## src/rtl/wdog_pkg.sv

```systemverilog
package wdog_pkg;

    localparam int SEL_W  = 3;
    localparam int REG_W  = 8;
    localparam int B_EN   = 7;
    localparam int B_CLR  = 6;
    localparam int B_WIDL = 5;

    typedef struct packed {
        logic             en;
        logic             clr;
        logic             widl;
        logic [SEL_W-1:0] sel;
    } ctrl_t;

endpackage

```

## src/rtl/wdog_fixdiv.sv

```systemverilog
module wdog_fixdiv #(
    parameter int DIV = 12
) (
    input  logic clk,
    input  logic rst,
    input  logic clr,
    input  logic run,
    output logic tick
);
    localparam int W = $clog2(DIV);

    typedef struct packed {
        logic [W-1:0] cnt;
    } st_t;

    st_t st_d, st_q;

    always_comb begin
        st_d = st_q;
        tick = 1'b0;
        if (clr) begin
            st_d.cnt = '0;
        end else if (run) begin
            if (st_q.cnt == W'(DIV - 1)) begin
                st_d.cnt = '0;
                tick     = 1'b1;
            end else begin
                st_d.cnt = st_q.cnt + 1'b1;
            end
        end
    end

    always_ff @(posedge clk) begin
        if (rst) st_q <= '0;
        else     st_q <= st_d;
    end

endmodule

```

## src/rtl/wdog_prescale.sv

```systemverilog
module wdog_prescale #(
    parameter int SEL_W = 3
) (
    input  logic             clk,
    input  logic             rst,
    input  logic             clr,
    input  logic             tick_in,
    input  logic [SEL_W-1:0] sel,
    output logic             tick_out
);
    localparam int PW = 1 << SEL_W;

    typedef struct packed {
        logic [PW-1:0] cnt;
    } st_t;

    st_t         st_d, st_q;
    logic [PW:0] lim_w;
    logic [PW-1:0] lim;

    always_comb begin
        lim_w    = ((PW+1)'(1) << (32'(sel) + 1)) - (PW+1)'(1);
        lim      = lim_w[PW-1:0];
        st_d     = st_q;
        tick_out = 1'b0;
        if (clr) begin
            st_d.cnt = '0;
        end else if (tick_in) begin
            if (st_q.cnt >= lim) begin
                st_d.cnt = '0;
                tick_out = 1'b1;
            end else begin
                st_d.cnt = st_q.cnt + 1'b1;
            end
        end
    end

    always_ff @(posedge clk) begin
        if (rst) st_q <= '0;
        else     st_q <= st_d;
    end

endmodule

```

## src/rtl/wdog_count.sv

```systemverilog
module wdog_count #(
    parameter int CNT_W = 14
) (
    input  logic             clk,
    input  logic             rst,
    input  logic             clr,
    input  logic             tick_in,
    output logic             wrap,
    output logic [CNT_W-1:0] cnt
);
    typedef struct packed {
        logic [CNT_W-1:0] cnt;
    } st_t;

    st_t st_d, st_q;

    always_comb begin
        st_d = st_q;
        wrap = 1'b0;
        if (clr) begin
            st_d.cnt = '0;
        end else if (tick_in) begin
            wrap     = &st_q.cnt;
            st_d.cnt = st_q.cnt + 1'b1;
        end
    end

    always_ff @(posedge clk) begin
        if (rst) st_q <= '0;
        else     st_q <= st_d;
    end

    assign cnt = st_q.cnt;

    AST_CLR_ZERO: assert property (@(posedge clk) disable iff (rst)
        clr |=> (cnt == '0));

endmodule

```

## src/rtl/wdog_top.sv

```systemverilog
module wdog_top #(
    parameter int CNT_W   = 14,
    parameter int FIX_DIV = 12
) (
    input  logic       clk,
    input  logic       rst,
    input  logic       wr_en,
    input  logic [7:0] wr_data,
    input  logic       idle,
    output logic [7:0] rd_data,
    output logic       tmo_req
);
    import wdog_pkg::*;

    typedef struct packed {
        ctrl_t ctrl;
        logic  req;
    } st_t;

    st_t              st_d, st_q;
    logic             run;
    logic             div_tick;
    logic             pre_tick;
    logic             wrap;
    logic [CNT_W-1:0] cnt;

    always_comb begin
        run  = st_q.ctrl.en && !(idle && !st_q.ctrl.widl);
        st_d = st_q;
        if (st_q.ctrl.clr) st_d.ctrl.clr = 1'b0;
        if (wr_en) begin
            st_d.ctrl.en   = wr_data[B_EN];
            st_d.ctrl.clr  = wr_data[B_CLR];
            st_d.ctrl.widl = wr_data[B_WIDL];
            st_d.ctrl.sel  = wr_data[SEL_W-1:0];
        end
        st_d.req = wrap;
    end

    always_ff @(posedge clk) begin
        if (rst) st_q <= '0;
        else     st_q <= st_d;
    end

    wdog_fixdiv #(.DIV(FIX_DIV)) i_div (
        .clk  (clk),
        .rst  (rst),
        .clr  (st_q.ctrl.clr),
        .run  (run),
        .tick (div_tick)
    );

    wdog_prescale #(.SEL_W(SEL_W)) i_pre (
        .clk      (clk),
        .rst      (rst),
        .clr      (st_q.ctrl.clr),
        .tick_in  (div_tick),
        .sel      (st_q.ctrl.sel),
        .tick_out (pre_tick)
    );

    wdog_count #(.CNT_W(CNT_W)) i_cnt (
        .clk     (clk),
        .rst     (rst),
        .clr     (st_q.ctrl.clr),
        .tick_in (pre_tick),
        .wrap    (wrap),
        .cnt     (cnt)
    );

    always_comb begin
        rd_data                = '0;
        rd_data[B_EN]          = st_q.ctrl.en;
        rd_data[B_CLR]         = st_q.ctrl.clr;
        rd_data[B_WIDL]        = st_q.ctrl.widl;
        rd_data[SEL_W-1:0]     = st_q.ctrl.sel;
    end

    assign tmo_req = st_q.req;

    AST_REQ_ONE_CYCLE: assert property (@(posedge clk) disable iff (rst)
        tmo_req |=> !tmo_req);

    AST_CLR_SELF: assert property (@(posedge clk) disable iff (rst)
        (rd_data[B_CLR] && !(wr_en && wr_data[B_CLR])) |=> !rd_data[B_CLR]);

    AST_OFF_NO_REQ: assert property (@(posedge clk) disable iff (rst)
        !rd_data[B_EN] |=> !tmo_req);

    AST_IDLE_FREEZE: assert property (@(posedge clk) disable iff (rst)
        (idle && !rd_data[B_WIDL] && !rd_data[B_CLR]) |=> $stable(cnt));

    AST_RSVD_ZERO: assert property (@(posedge clk) disable iff (rst)
        wr_en |=> (rd_data[4:3] == 2'b00));

endmodule

```

## config.mk

```make
export PLATFORM = sky130hd
export DESIGN_NAME = wdog_top
export DESIGN_NICKNAME = d
export VERILOG_FILES = /design/src/rtl/wdog_pkg.sv /design/src/rtl/wdog_fixdiv.sv /design/src/rtl/wdog_prescale.sv /design/src/rtl/wdog_count.sv /design/src/rtl/wdog_top.sv
export SDC_FILE = /design/constraint.sdc
export NUM_CORES = 1
export LEC_CHECK = 0
export ABC_AREA = 1
export BUFFER_PORTS_ARGS = -buffer_cell sky130_fd_sc_hd__buf_2
export CORE_MARGIN = 2
export CORE_UTILIZATION = 27
export CTS_BUF_LIST = sky130_fd_sc_hd__clkbuf_4 sky130_fd_sc_hd__clkbuf_8 sky130_fd_sc_hd__clkbuf_16
export DETAILED_ROUTE_END_ITERATION = 10
export GPL_TIMING_DRIVEN = 0
export PLACE_DENSITY_LB_ADDON = 0.3
export SYNTH_ARGS = -nofsm -noshare
export SYNTH_HDL_FRONTEND = slang
export SYNTH_SLANG_ARGS = --single-unit
```

## constraint.sdc

```tcl
create_clock -name clk -period 3.08 [get_ports clk]
set_clock_uncertainty 0.2 [all_clocks]
set_input_delay 0.462 -clock clk [delete_from_list [all_inputs] [get_ports clk]]
set_output_delay 0.462 -clock clk [all_outputs]
set_load 0.005 [all_outputs]
```

# ---- Word-level counts from Yosys, hierarchy flattened
# Index checks and enable logic that the tools add are counted.
dict set report word_totals {
  inputBits 12
  ff_bits 33
  wordCells 34
}
dict set report classes {
  addsub 5
  n_reduce_logical 8
  shift 1
  eq_ne 1
  n_lt_le_gt_ge 1
  mux 8
  n_bitwise 2
}
# cell n
set ops {}
lappend ops {{left shift 1 x 32 -> 8 bit (first input constant)} 1}
lappend ops {{adder 14 x 1 -> 14 bit (second input constant)} 1}
lappend ops {{AND reduction 14 bit} 1}
lappend ops {{adder 8 x 1 -> 8 bit (second input constant)} 1}
lappend ops {{>= comparator 8 bit} 1}
lappend ops {{two-way mux 8 bit} 1}
lappend ops {{subtractor 8 x 2 -> 8 bit (second input constant)} 1}
lappend ops {{two-way mux 1 bit} 6}
lappend ops {{adder 3 x 1 -> 4 bit (second input constant)} 1}
lappend ops {{adder 4 x 1 -> 4 bit (second input constant)} 1}
lappend ops {{== test 4 bit (second input constant)} 1}
lappend ops {{two-way mux 4 bit} 1}
lappend ops {{OR reduction 2 bit} 2}
lappend ops {{OR reduction 3 bit} 1}
lappend ops {{logical AND 1 bit} 2}
lappend ops {{logical NOT 1 bit} 2}
lappend ops {{NOT 1 bit} 2}

# ---- Logic depth before layout (Yosys ltp)
# Gate-level depths: netlist of run 1.
dict set report logic_depth {
  word_depth 10
  depth_mapped 17
  ltp_nobuf 16
}

# ---- Modules after synthesis
# Synthesis of run 1 repeated with hierarchy kept, for this count alone.
dict set report hier_totals {
  cells_unflattened 266
  area_unflattened_um2 1838.0
}
# mod cells_each n_inst area_each_um2
set by_module_without_submodules {}
lappend by_module_without_submodules {wdog_count 113 1 738.2}
lappend by_module_without_submodules {wdog_prescale 84 1 604.3}
lappend by_module_without_submodules {wdog_top 43 1 306.5}
lappend by_module_without_submodules {wdog_fixdiv 26 1 188.9}

# ---- Worst setup path after synthesis of run 1
# Ideal clock, no wire load.
dict set report synth_path {
  kind {reg-to-reg}
  start {register st_q (netlist bit rd_data[2])}
  end {register i_cnt.st_q (netlist bit i_cnt.cnt[0])}
  t_arrival_ps 2124
  setup_time_ps 132
  path_buffers 1
  stages_incl_launch_ff 17
  period_less_slack_ps 2456
  required_time_ps 2748
  path_slack_ps 624
  path_cell_list {dfxtp_1 -> inv_1 -> nand2_1 -> ha_1 -> inv_1 -> a21oi_1 -> o21ai_0 -> o21ai_0 -> inv_1 -> ha_1 -> nand2_1 -> o21a_1 -> nand2_2 -> nand2_1 -> buf_4 -> nand2_1 -> a21oi_1}
}
dict set report synth_between {
  elab_chain_len 7
}
# item line
set synth_rtl {}
lappend synth_rtl {{from (decl)} wdog_top.sv:20} ;# st_t st_d, st_q;
lappend synth_rtl {{from (signal assigned)} wdog_top.sv:42} ;# else st_q <= st_d;
lappend synth_rtl {{adder 3 x 1 -> 4 bit} wdog_prescale.sv:22} ;# lim_w = ((PW+1)'(1) << (32'(sel) + 1)) - (PW+1)'(1);
lappend synth_rtl {{left shift 1 x 32 -> 8 bit} wdog_prescale.sv:22}
lappend synth_rtl {{subtractor 8 x 2 -> 8 bit} wdog_prescale.sv:22}
lappend synth_rtl {{>= comparator 8 bit} wdog_prescale.sv:29} ;# if (st_q.cnt >= lim) begin
lappend synth_rtl {{two-way mux 1 bit} wdog_prescale.sv:29}
lappend synth_rtl {{two-way mux 1 bit} wdog_prescale.sv:28} ;# end else if (tick_in) begin
lappend synth_rtl {{two-way mux 1 bit} wdog_prescale.sv:26} ;# if (clr) begin
lappend synth_rtl {{to (signal assigned)} wdog_count.sv:30} ;# else st_q <= st_d;
lappend synth_rtl {{to (decl)} wdog_count.sv:15} ;# st_t st_d, st_q;
# Every way passes these cells.
# A chain may end at the register's enable or synchronous reset.

# ---- Final worst setup path of run 1
dict set report layout_path {
  start {register st_q (netlist bit rd_data[2])}
  end {register i_cnt.st_q (netlist bit i_cnt.cnt[9])}
}
# The elaborated chain is that of the path after synthesis.

==> results of run 1 <==
sequential cells by signal (all words and copies together) (netlist names):
signal      flops
i_cnt.cnt      14
i_div.st_q      4
i_pre.st_q      8
rd_data         6
tmo_req         1
final cells by class:
type / count / area (µm²) / area share (%)
plain buffers: 8 / 57.6 / 2.51
clock buffers: 5 / 68.8 / 3.00
clock inverters: 3 / 17.5 / 0.764
inverters: 34 / 128 / 5.56
multi-input cells: 225 / 1160 / 50.4
flip-flops and latches: 33 / 662 / 28.9
well taps: 99 / 124 / 5.40
repair buffers: 16 / 80.1 / 3.49
final timing paths:
check                startpoint             to  slack (ns)
setup / recovery     rd_data[2]   i_cnt.cnt[9]        0.36
hold / removal       wr_data[6]     rd_data[6]        0.19
setup reg to reg     rd_data[2]   i_cnt.cnt[9]        0.36
hold reg to reg   i_div.st_q[2]  i_div.st_q[2]        0.29
stage by stage:
| step | instance area (µm²) | worst slack (ns) | utilization (%) | total power [mW] |
|---|---|---|---|---|
| floorplan | 2000 | 0.624 | - | 0.506 |
| global placement | 2210 | 0.302 | 30.6 | 0.534 |
| detailed placement | 2210 | 0.227 | 30.6 | 0.535 |
| CTS | 2290 | 0.212 | 31.8 | 0.869 |
| global route | 2290 | 0.00247 | 31.8 | 0.901 |
| finish | 2290 | 0.358 | 31.8 | 0.853 |
power by group:
group / total, mW / internal [mW] / switching, mW
sequential: 0.439 / 0.432 / 0.00648
combinational: 0.0846 / 0.0312 / 0.0535
clock: 0.330 / 0.156 / 0.173
total: 0.853 / 0.620 / 0.233
cells in the mapped netlist, drive strengths merged:
cell type / count / area share [%]
a21boi: 1 / 0.94
a31oi: 1 / 0.31
o21ai: 4 / 1.0
a211oi: 3 / 1.1
nor3: 6 / 1.8
nand3: 26 / 6.8
buf: 7 / 2.7
dfxtp: 33 / 33
inv: 34 / 6.4
ha: 12 / 7.5
o22ai: 1 / 0.31
xor2: 8 / 3.5
clkbuf: 1 / 0.19
a21oi: 23 / 5.8
conb: 2 / 0.38
nand2: 88 / 17
or2: 1 / 0.31
nor2: 35 / 7.1
xnor2: 2 / 0.88
nand4: 9 / 2.8
o21a: 1 / 0.38
worst max-delay path, delay by kind of cell, from the launching register on:
kind	cells	cell delay (ns)
AOI/OAI and AO/OA	5	0.58
buffers and inverters	4	0.47
adders and majority gates	2	0.43
and+or+nand+nor	5	0.56
DFF	1	0.38
routing by layer:
metal / vias up / wire [µm] / part of all wire, %
met2: 35 / 1900 / 45
met4: 0 / 69 / 1.6
met1: 804 / 2120 / 50
met5: - / 0 / 0
li1: 1001 / - / -
met3: 6 / 157 / 3.7
cell families (layout without fill, tap and decap cells):
logic type,after synthesis,in the layout,synth area share [%]
AOI/OAI and AO/OA,34,34,9.85
xor gates and xnor gates,10,10,4.39
adders and majority gates,12,12,7.53
buffers and inverters,42,66,9.28
DFF,33,33,33.1
other,2,4,0.377
and+or+nand+nor,165,165,35.4
timing repair:
item | CTS | global route
setup endpoints to repair | 0 | 19
hold endpoints to repair | 0 | 0
resized for setup | 0 | 1
hold buffers | 0 | 0
setup buffers | 0 | 0
==> impl_metrics.ini, run 1 <==
[status]
status = complete, no violations

[cells_and_area]
instances_no_fill = 423
nNetsFinal = 347
antennaDiodeCount = 0
fill_cells = 826
layout_common_cells = nand2_1, inv_1, nor2_1
layout_commonest_cell = nand2_1
drive_above_1_share_pct = 12.0
area_growth_pct = 15.0

[placement]
hpwlAfterDp_um = 3190
gp_congestion = 0.798
dp_cells = 415
io_buffers = 16

[drt]
num_vias = 1846
ant_nets = 0
drtIter0Drc = 111
wl_um = 4250
drc_errors = 0
viasPerCell = 4.36
dr.pass1.iters = 4
wl_per_cell_um = 10.1

[global_route]
antenna_found_initial = 0
grt_pass1_vias = 1682
grt_pass1_wl_um = 7520
use_met3_pct = 3.10
use_met2_pct = 18.1
grt_busiest_layer = met2
grt_max_degree = 12
grtUsageTotal_pct = 11.2
overflow = 0
globalRouteMet1Util_pct = 14.5

[critical_path]
crit_chain = inv_1 > nand2_1 > ha_1 > inv_1 > a21oi_1 > o21ai_0 > o21ai_0 > inv_1 > ha_1 > nand2_1 > o21a_1 > nand2_2 > nand2_1 > buf_4 > nand2_1 > a21oi_1
critPathMaxFanout = 10
cp-end-kind = flip-flop
critPathKind = reg -> reg
crit_slowest_cell = dfxtp_2
ff2ff_path_depth = 16
required_ns = 3.04
critPathLaunchType = flip-flop
crit_path_frequent_cell = nand2_1
crit_path_max_incr_delay_ns = 0.38
worstPathArrival_ns = 2.68

[power_and_ir_drop]
p_per_area_mw_per_mm2 = 372
p_leak_nw = 0.930
ir_drop_mv = 0.281

[clocking]
cts_tree = yes
clock-sinks = 33
numCtsBuffers = 5
clockBufferDepth = 2
clk_pin_slew_ns = 0.08
cts_root_buf = clkbuf_8
h-tree-depth = 2
clkLatencyLatePin_ns = 0.29

[timing]
finalHoldViolCount = 0
min_period_ns = 2.72
rsz0062_at_grt = no
clock.fmax_mhz = 367
slew_viol_final = 0
worst_hold_slack_ns = 0.189
relSlewSlack_pct = 66.7
tightest_slew_ns = 0.498
setup_viol = 0
finalCritPeriodShare_pct = 88.4
fin_setup_tns_ns = 0

[floorplanning]
dieHeight_um = 89.9
start_util_pct = 27.6
die-width_um = 89.9
io_pins = 21
core-area_mm2 = 0.00721
die_area_mm2 = 0.00809
num_rows = 31

[logic_synthesis]
synth-seq-area-share_pct = 33.1
yosys_warnings = 0
ys_ff_latch = 33
synth_area_mm2 = 0.00199
syn-mean-instance-area_um2 = 6.69
synthDistinctLibCells = 28
synthCells = 298

[run]
maxCapViolCount = 0

[worst_hold_path]
min_path_type = in -> reg
hold_depth = 3
Power figures use the tool's default switching activity.
==> run 2, diff against run 1 <==
--- a/config.mk
+++ b/config.mk
@@ -6,13 +6,14 @@
 export NUM_CORES = 1
 export LEC_CHECK = 0
 export ABC_AREA = 1
-export BUFFER_PORTS_ARGS = -buffer_cell sky130_fd_sc_hd__buf_2
 export CORE_MARGIN = 2
 export CORE_UTILIZATION = 27
 export CTS_BUF_LIST = sky130_fd_sc_hd__clkbuf_4 sky130_fd_sc_hd__clkbuf_8 sky130_fd_sc_hd__clkbuf_16
 export DETAILED_ROUTE_END_ITERATION = 10
+export DONT_BUFFER_PORTS = 1
 export GPL_TIMING_DRIVEN = 0
-export PLACE_DENSITY_LB_ADDON = 0.3
+export HOLD_SLACK_MARGIN = 0.05
+export PLACE_DENSITY_LB_ADDON = 0.25
 export SYNTH_ARGS = -nofsm -noshare
 export SYNTH_HDL_FRONTEND = slang
 export SYNTH_SLANG_ARGS = --single-unit
==> run 2 against run 1 <==
  * Sequential power about the same
  * Count of clock-buffer cells in the layout up 2
  * Largest power group unchanged
  * Combinational power down 11%
  * Utilization down 0.50 points
  * Critical path type unchanged
==> impl_metrics.ini, run 2 (same netlist as run 1, synthesis figures left out) <==
[status]
status = complete, no violations

[critical_path]
cp-end-kind = flip-flop
crit_buf_inv = 3
crit_slowest_cell = dfxtp_1
crit_chain = nor2_1 > nand2_1 > ha_1 > inv_1 > a21oi_1 > o21ai_0 > o21ai_0 > inv_1 > ha_1 > nand2_1 > o21a_1 > nand2_2 > nand2_1 > buf_4 > nand2_1 > a21oi_1
crit_path_max_incr_delay_ns = 0.45
cpLargestDelayFamily = simple AND/OR/NAND/NOR gates
critPathLaunchType = flip-flop
r2r_end = i_cnt.cnt[13]
required_ns = 3.03
critPathMaxFanout = 10
critPathKind = reg -> reg
reg2reg_slack_ns = 0.29
cp-startpoint = rd_data[0]
ff2ff_path_depth = 16
regToRegStartpoint = rd_data[0]
crit_cells = 16
crit_path_frequent_cell = nand2_1
endpoint = i_cnt.cnt[13]
worstPathArrival_ns = 2.74

[floorplanning]
io_pins = 21
dieHeight_um = 89.9
die-width_um = 89.9
start_util_pct = 27.6
num_rows = 31
core-area_mm2 = 0.00721
die_area_mm2 = 0.00809

[timing]
finalHoldViolCount = 0
slew_viol_final = 0
min_period_ns = 2.79
fin_setup_tns_ns = 0
finalCritPeriodShare_pct = 90.6
rsz0062_at_grt = no
tightest_slew_ns = 0.519
clock.fmax_mhz = 358
relSlewSlack_pct = 65.3
setup_viol = 0

[cells_and_area]
design_area_mm2 = 0.00226
area_growth_pct = 13.2
fill_cells = 827
antennaDiodeCount = 0
drive_above_1_share_pct = 7.44
layout_commonest_cell = nand2_1
nNetsFinal = 332
largest_reg_flops = 14
layout_common_cells = nand2_1, inv_1, nor2_1
instances_no_fill = 408
utilization_pct = 31.3

[clocking]
clk_pin_slew_ns = 0.07
cts_tree = yes
cts_root_buf = clkbuf_8
cts_setup_buffers = 0
clock-sinks = 33
clkLatencyLatePin_ns = 0.29
clockBufferDepth = 2
numCtsBuffers = 5
h-tree-depth = 2

[global_route]
antenna_found_initial = 0
grt_pass1_wl_um = 7870
grtUsageTotal_pct = 11.7
grt_max_degree = 11
overflow = 0
grt_pass1_vias = 1735

[placement]
io_buffers = 0
postPlaceCellArea_mm2 = 0.00213
gp_congestion = 0.756
hpwlAfterDp_um = 3230
dp_cells = 399

[worst_hold_path]
min_path_type = in -> reg

[power_and_ir_drop]
p_switching_mw = 0.223
p_int_mw = 0.731
comb_power_share_pct = 7.9
ir_drop_mv = 0.218
seqPwrFrac_pct = 46.2
p_per_area_mw_per_mm2 = 422
p_leak_nw = 0.882
p_sw_share_pct = 23.4
power_frac_clock_pct = 45.9

[drt]
viasPerCell = 4.38
num_vias = 1788
dr.pass1.iters = 4
wl_um = 4350
drc_errors = 0
wl_per_cell_um = 10.7
ant_nets = 0
drtIter0Drc = 53

[run]
maxCapViolCount = 0
==> run 2: cell types whose count changed in the layout (fill, tap and decap cells not counted) <==
cell / before / now
buf_2: 17 / 1
bufinv_16: 0 / 1
clkbuf_4: 0 / 1
clkbuf_8: 5 / 6
clkinv_2: 2 / 0
clkinvlp_4: 1 / 0
dlygate4sd3_1: 0 / 1
==> run 2: area by class of cell <==
| class | instances | area [µm²] | share of cell area, % |
|---|---|---|---|
| plain buffers | 8 | 57.6 | 2.55 |
| well taps | 99 | 124 | 5.49 |
| flip-flops and latches | 33 | 662 | 29.3 |
| repair buffers | 1 | 10.0 | 0.443 |
| multi-input cells | 225 | 1160 | 51.2 |
| inverters | 34 | 128 | 5.65 |
| clock buffers | 7 | 90.1 | 3.99 |
| clock inverters | 1 | 30.0 | 1.33 |
==> run 2: routing by layer <==
metal	vias to the layer above	part of all wire, %	routed length [µm]	global-route usage [%]
met5	-	0	0	0
met4	0	1.3	55	4.62
met3	5	2.6	112	2.26
met2	27	45	1950	18.9
met1	779	51	2230	15.5
li1	977	-	-	-
==> run 2: how the worst min path moves through the flow <==
stage             startpoint            end  slack (ns)  depth (start not counted)
6_report               wr_en     rd_data[6]        0.08                          2
5_1_grt                wr_en     rd_data[6]        0.08                          2
4_1_cts                wr_en     rd_data[6]        0.07                          2
3_5_place_dp   i_div.st_q[2]  i_div.st_q[2]        0.27                          2
3_3_place_gp   i_div.st_q[2]  i_div.st_q[2]        0.27                          2
2_1_floorplan  i_div.st_q[2]  i_div.st_q[2]        0.25                          2
==> run 2: metrics by stage <==
step / setup WS [ns] / power [mW] / hold WS [ns]
3_5_place_dp: 0.238 / 0.524 / 0.270
2_1_floorplan: 0.624 / 0.506 / 0.252
4_1_cts: 0.209 / 0.965 / 0.0730
5_1_grt: 0.00852 / 0.996 / 0.0768
3_3_place_gp: 0.224 / 0.524 / 0.271
6_report: 0.288 / 0.953 / 0.0848
==> run 2: power by group through the flow <==
| stage | Sequential (mW) | Combinational (mW) | Clock, mW |
|---|---|---|---|
| floorplan | 0.448 | 0.0580 | 0 |
| global placement | 0.450 | 0.0742 | 0 |
| detailed placement | 0.450 | 0.0746 | 0 |
| CTS | 0.440 | 0.0769 | 0.449 |
| global route | 0.441 | 0.0873 | 0.467 |
| finish | 0.440 | 0.0753 | 0.438 |
==> run 2: repair_timing <==
item | in CTS | in global routing
endpoints found under the hold margin | 6 | 0
hold buffers | 1 | 0
resized for setup | 0 | 1
setup endpoints to repair | 0 | 19
==> run 3, diff against run 2 <==
--- a/config.mk
+++ b/config.mk
@@ -14,6 +14,7 @@
 export GPL_TIMING_DRIVEN = 0
 export HOLD_SLACK_MARGIN = 0.05
 export PLACE_DENSITY_LB_ADDON = 0.25
+export RECOVER_POWER = 100
 export SYNTH_ARGS = -nofsm -noshare
 export SYNTH_HDL_FRONTEND = slang
 export SYNTH_SLANG_ARGS = --single-unit
==> constraint.sdc (replaced) <==
create_clock -name clk -period 2.8 [get_ports clk]
set_clock_uncertainty 0.2 [all_clocks]
set_input_delay 0.42 -clock clk [delete_from_list [all_inputs] [get_ports clk]]
set_output_delay 0.42 -clock clk [all_outputs]
set_load 0.005 [all_outputs]
==> run 3 against run 2 <==
  * First-iteration DRC count up 28%
  * Largest power group unchanged
  * Highest routed layer unchanged
  * Cell count up 0.98%
  * Sequential share of layout area shrank 0.73 points
  * Critical path depth stayed put
  * Routed wire length is 0.46% higher
  * Power grew 11%
  * Critical endpoint unchanged
  * Critical path type unchanged
==> impl_metrics.ini, run 3 (same netlist as run 1, synthesis figures left out) <==
[critical_path]
cp-startpoint = rd_data[2]
critPathLaunchType = flip-flop
critPathMaxFanout = 10
worstPathArrival_ns = 2.49
ff2ff_path_depth = 16
cp-end-kind = flip-flop
critPathKind = reg -> reg
regToRegStartpoint = rd_data[2]
required_ns = 2.74

[drt]
dr.pass1.iters = 4
drtIter0Drc = 68
viasPerCell = 4.36
num_vias = 1798
wl_per_cell_um = 10.6
drc_errors = 0
wl_um = 4370
ant_nets = 0

[cells_and_area]
nNetsFinal = 336
layout_common_cells = nand2_1, inv_1, nor2_1
utilization_pct = 32.3
antennaDiodeCount = 0
largest_reg_flops = 14
instances_no_fill = 412
area_growth_pct = 16.9
drive_above_1_share_pct = 10.2
fill_cells = 825
layout_commonest_cell = nand2_1
register_area_um2 = 667
multiInputGateArea_mm2 = 0.00118

[clocking]
numCtsBuffers = 5
cts_root_buf = clkbuf_8
clk_pin_slew_ns = 0.07
h-tree-depth = 2
cts_tree = yes
clkLatencyLatePin_ns = 0.28
clockBufferDepth = 2
clock-sinks = 33

[placement]
dp_cells = 399
hpwlAfterDp_um = 3230
gp_congestion = 0.756
io_buffers = 0

[global_route]
overflow = 0
grtUsageTotal_pct = 11.8
grt_max_degree = 11
antenna_found_initial = 0
grt_pass1_wl_um = 7940
grt_pass1_vias = 1759

[timing]
rsz0062_at_grt = no
clock.fmax_mhz = 393
slew_viol_final = 0
relSlewSlack_pct = 63.2
min_period_ns = 2.55
finalCritPeriodShare_pct = 90.9
finalHoldViolCount = 0
tightest_slew_ns = 0.551
setup_viol = 0

[floorplanning]
core-area_mm2 = 0.00721
io_pins = 21
start_util_pct = 27.6
die-width_um = 89.9
num_rows = 31
dieHeight_um = 89.9
die_area_mm2 = 0.00809

[worst_hold_path]
hold_depth = 2
min_path_type = in -> reg
min-delay-start = wr_en

[power_and_ir_drop]
ir_drop_mv = 0.239
p_leak_nw = 0.915
total_power_mw = 1.06
p_per_area_mw_per_mm2 = 455

[run]
maxCapViolCount = 0

[status]
status = complete, no violations
==> run 3: cell types whose count changed in the layout (fill, tap and decap cells not counted), sizes merged <==
cell         before  now
clkbuf            8    9
inv              34   33
clkinvlp          0    1
dlygate4sd3       1    3
buf               7    8
==> run 3: final timing paths <==
| path | to | slack [ns] |
|---|---|---|
| worst min register to register | i_div.st_q[2] | 0.28 |
| worst min-delay path | rd_data[0] | 0.08 |
| worst max-delay path | i_cnt.cnt[13] | 0.25 |
| worst max register to register | i_cnt.cnt[13] | 0.25 |
==> run 3: repair_timing <==
item,4_1_cts,5_1_grt
setup endpoints to repair,18,22
hold buffers,3,0
hold endpoints to repair,6,0
setup buffers,0,2
pin swaps,0,1
resized for setup,1,14
==> run 3: power breakdown <==
| group | internal, mW | switching, mW | total (mW) |
|---|---|---|---|
| sequential | 0.476 | 0.00885 | 0.485 |
| clock | 0.300 | 0.180 | 0.480 |
| combinational | 0.0367 | 0.0587 | 0.0954 |
| total | 0.813 | 0.248 | 1.06 |
==> run 3: metal layers <==
layer / GRT usage (%) / share of wire, % / wire, µm / vias to the layer above
li1: - / - / - / 985
met1: 15.4 / 52 / 2270 / 790
met2: 19.3 / 45 / 1950 / 19
met3: 2.26 / 2.0 / 89 / 4
met4: 4.62 / 1.3 / 57 / 0
met5: 0 / 0 / 0 / -
==> run 3: through the flow <==
step / worst slack [ns] / TNS [ns] / area [µm²] / hold slack [ns]
2_1_floorplan: 0.344 / 0 / 2000 / 0.252
3_3_place_gp: -0.0561 / -0.706 / 2130 / 0.271
3_5_place_dp: -0.0422 / -0.409 / 2130 / 0.270
4_1_cts: 0.0143 / 0 / 2280 / 0.0702
5_1_grt: 0.00933 / 0 / 2330 / 0.0708
6_report: 0.255 / 0 / 2330 / 0.0802
==> run 3: critical path: stages (launching register included) <==
cell	delay, ns
dfxtp_4	0.39
clkinvlp_4	0.11
nand2_1	0.07
ha_1	0.16
inv_1	0.08
a21oi_2	0.12
o21ai_0	0.08
o21ai_0	0.09
inv_1	0.07
ha_1	0.26
nand2_1	0.06
o21a_1	0.21
nand2_4	0.13
nand2_4	0.09
buf_6	0.15
nand2_1	0.05
a21oi_1	0.06
==> run 3: cell type report <==
class,count,share of cell area [%]
repair buffers,5,1.93
plain buffers,8,2.90
well taps,99,5.31
inverters,34,5.63
clock buffers,7,3.86
flip-flops and latches,33,28.6
multi-input cells,225,50.5
clock inverters,1,1.29
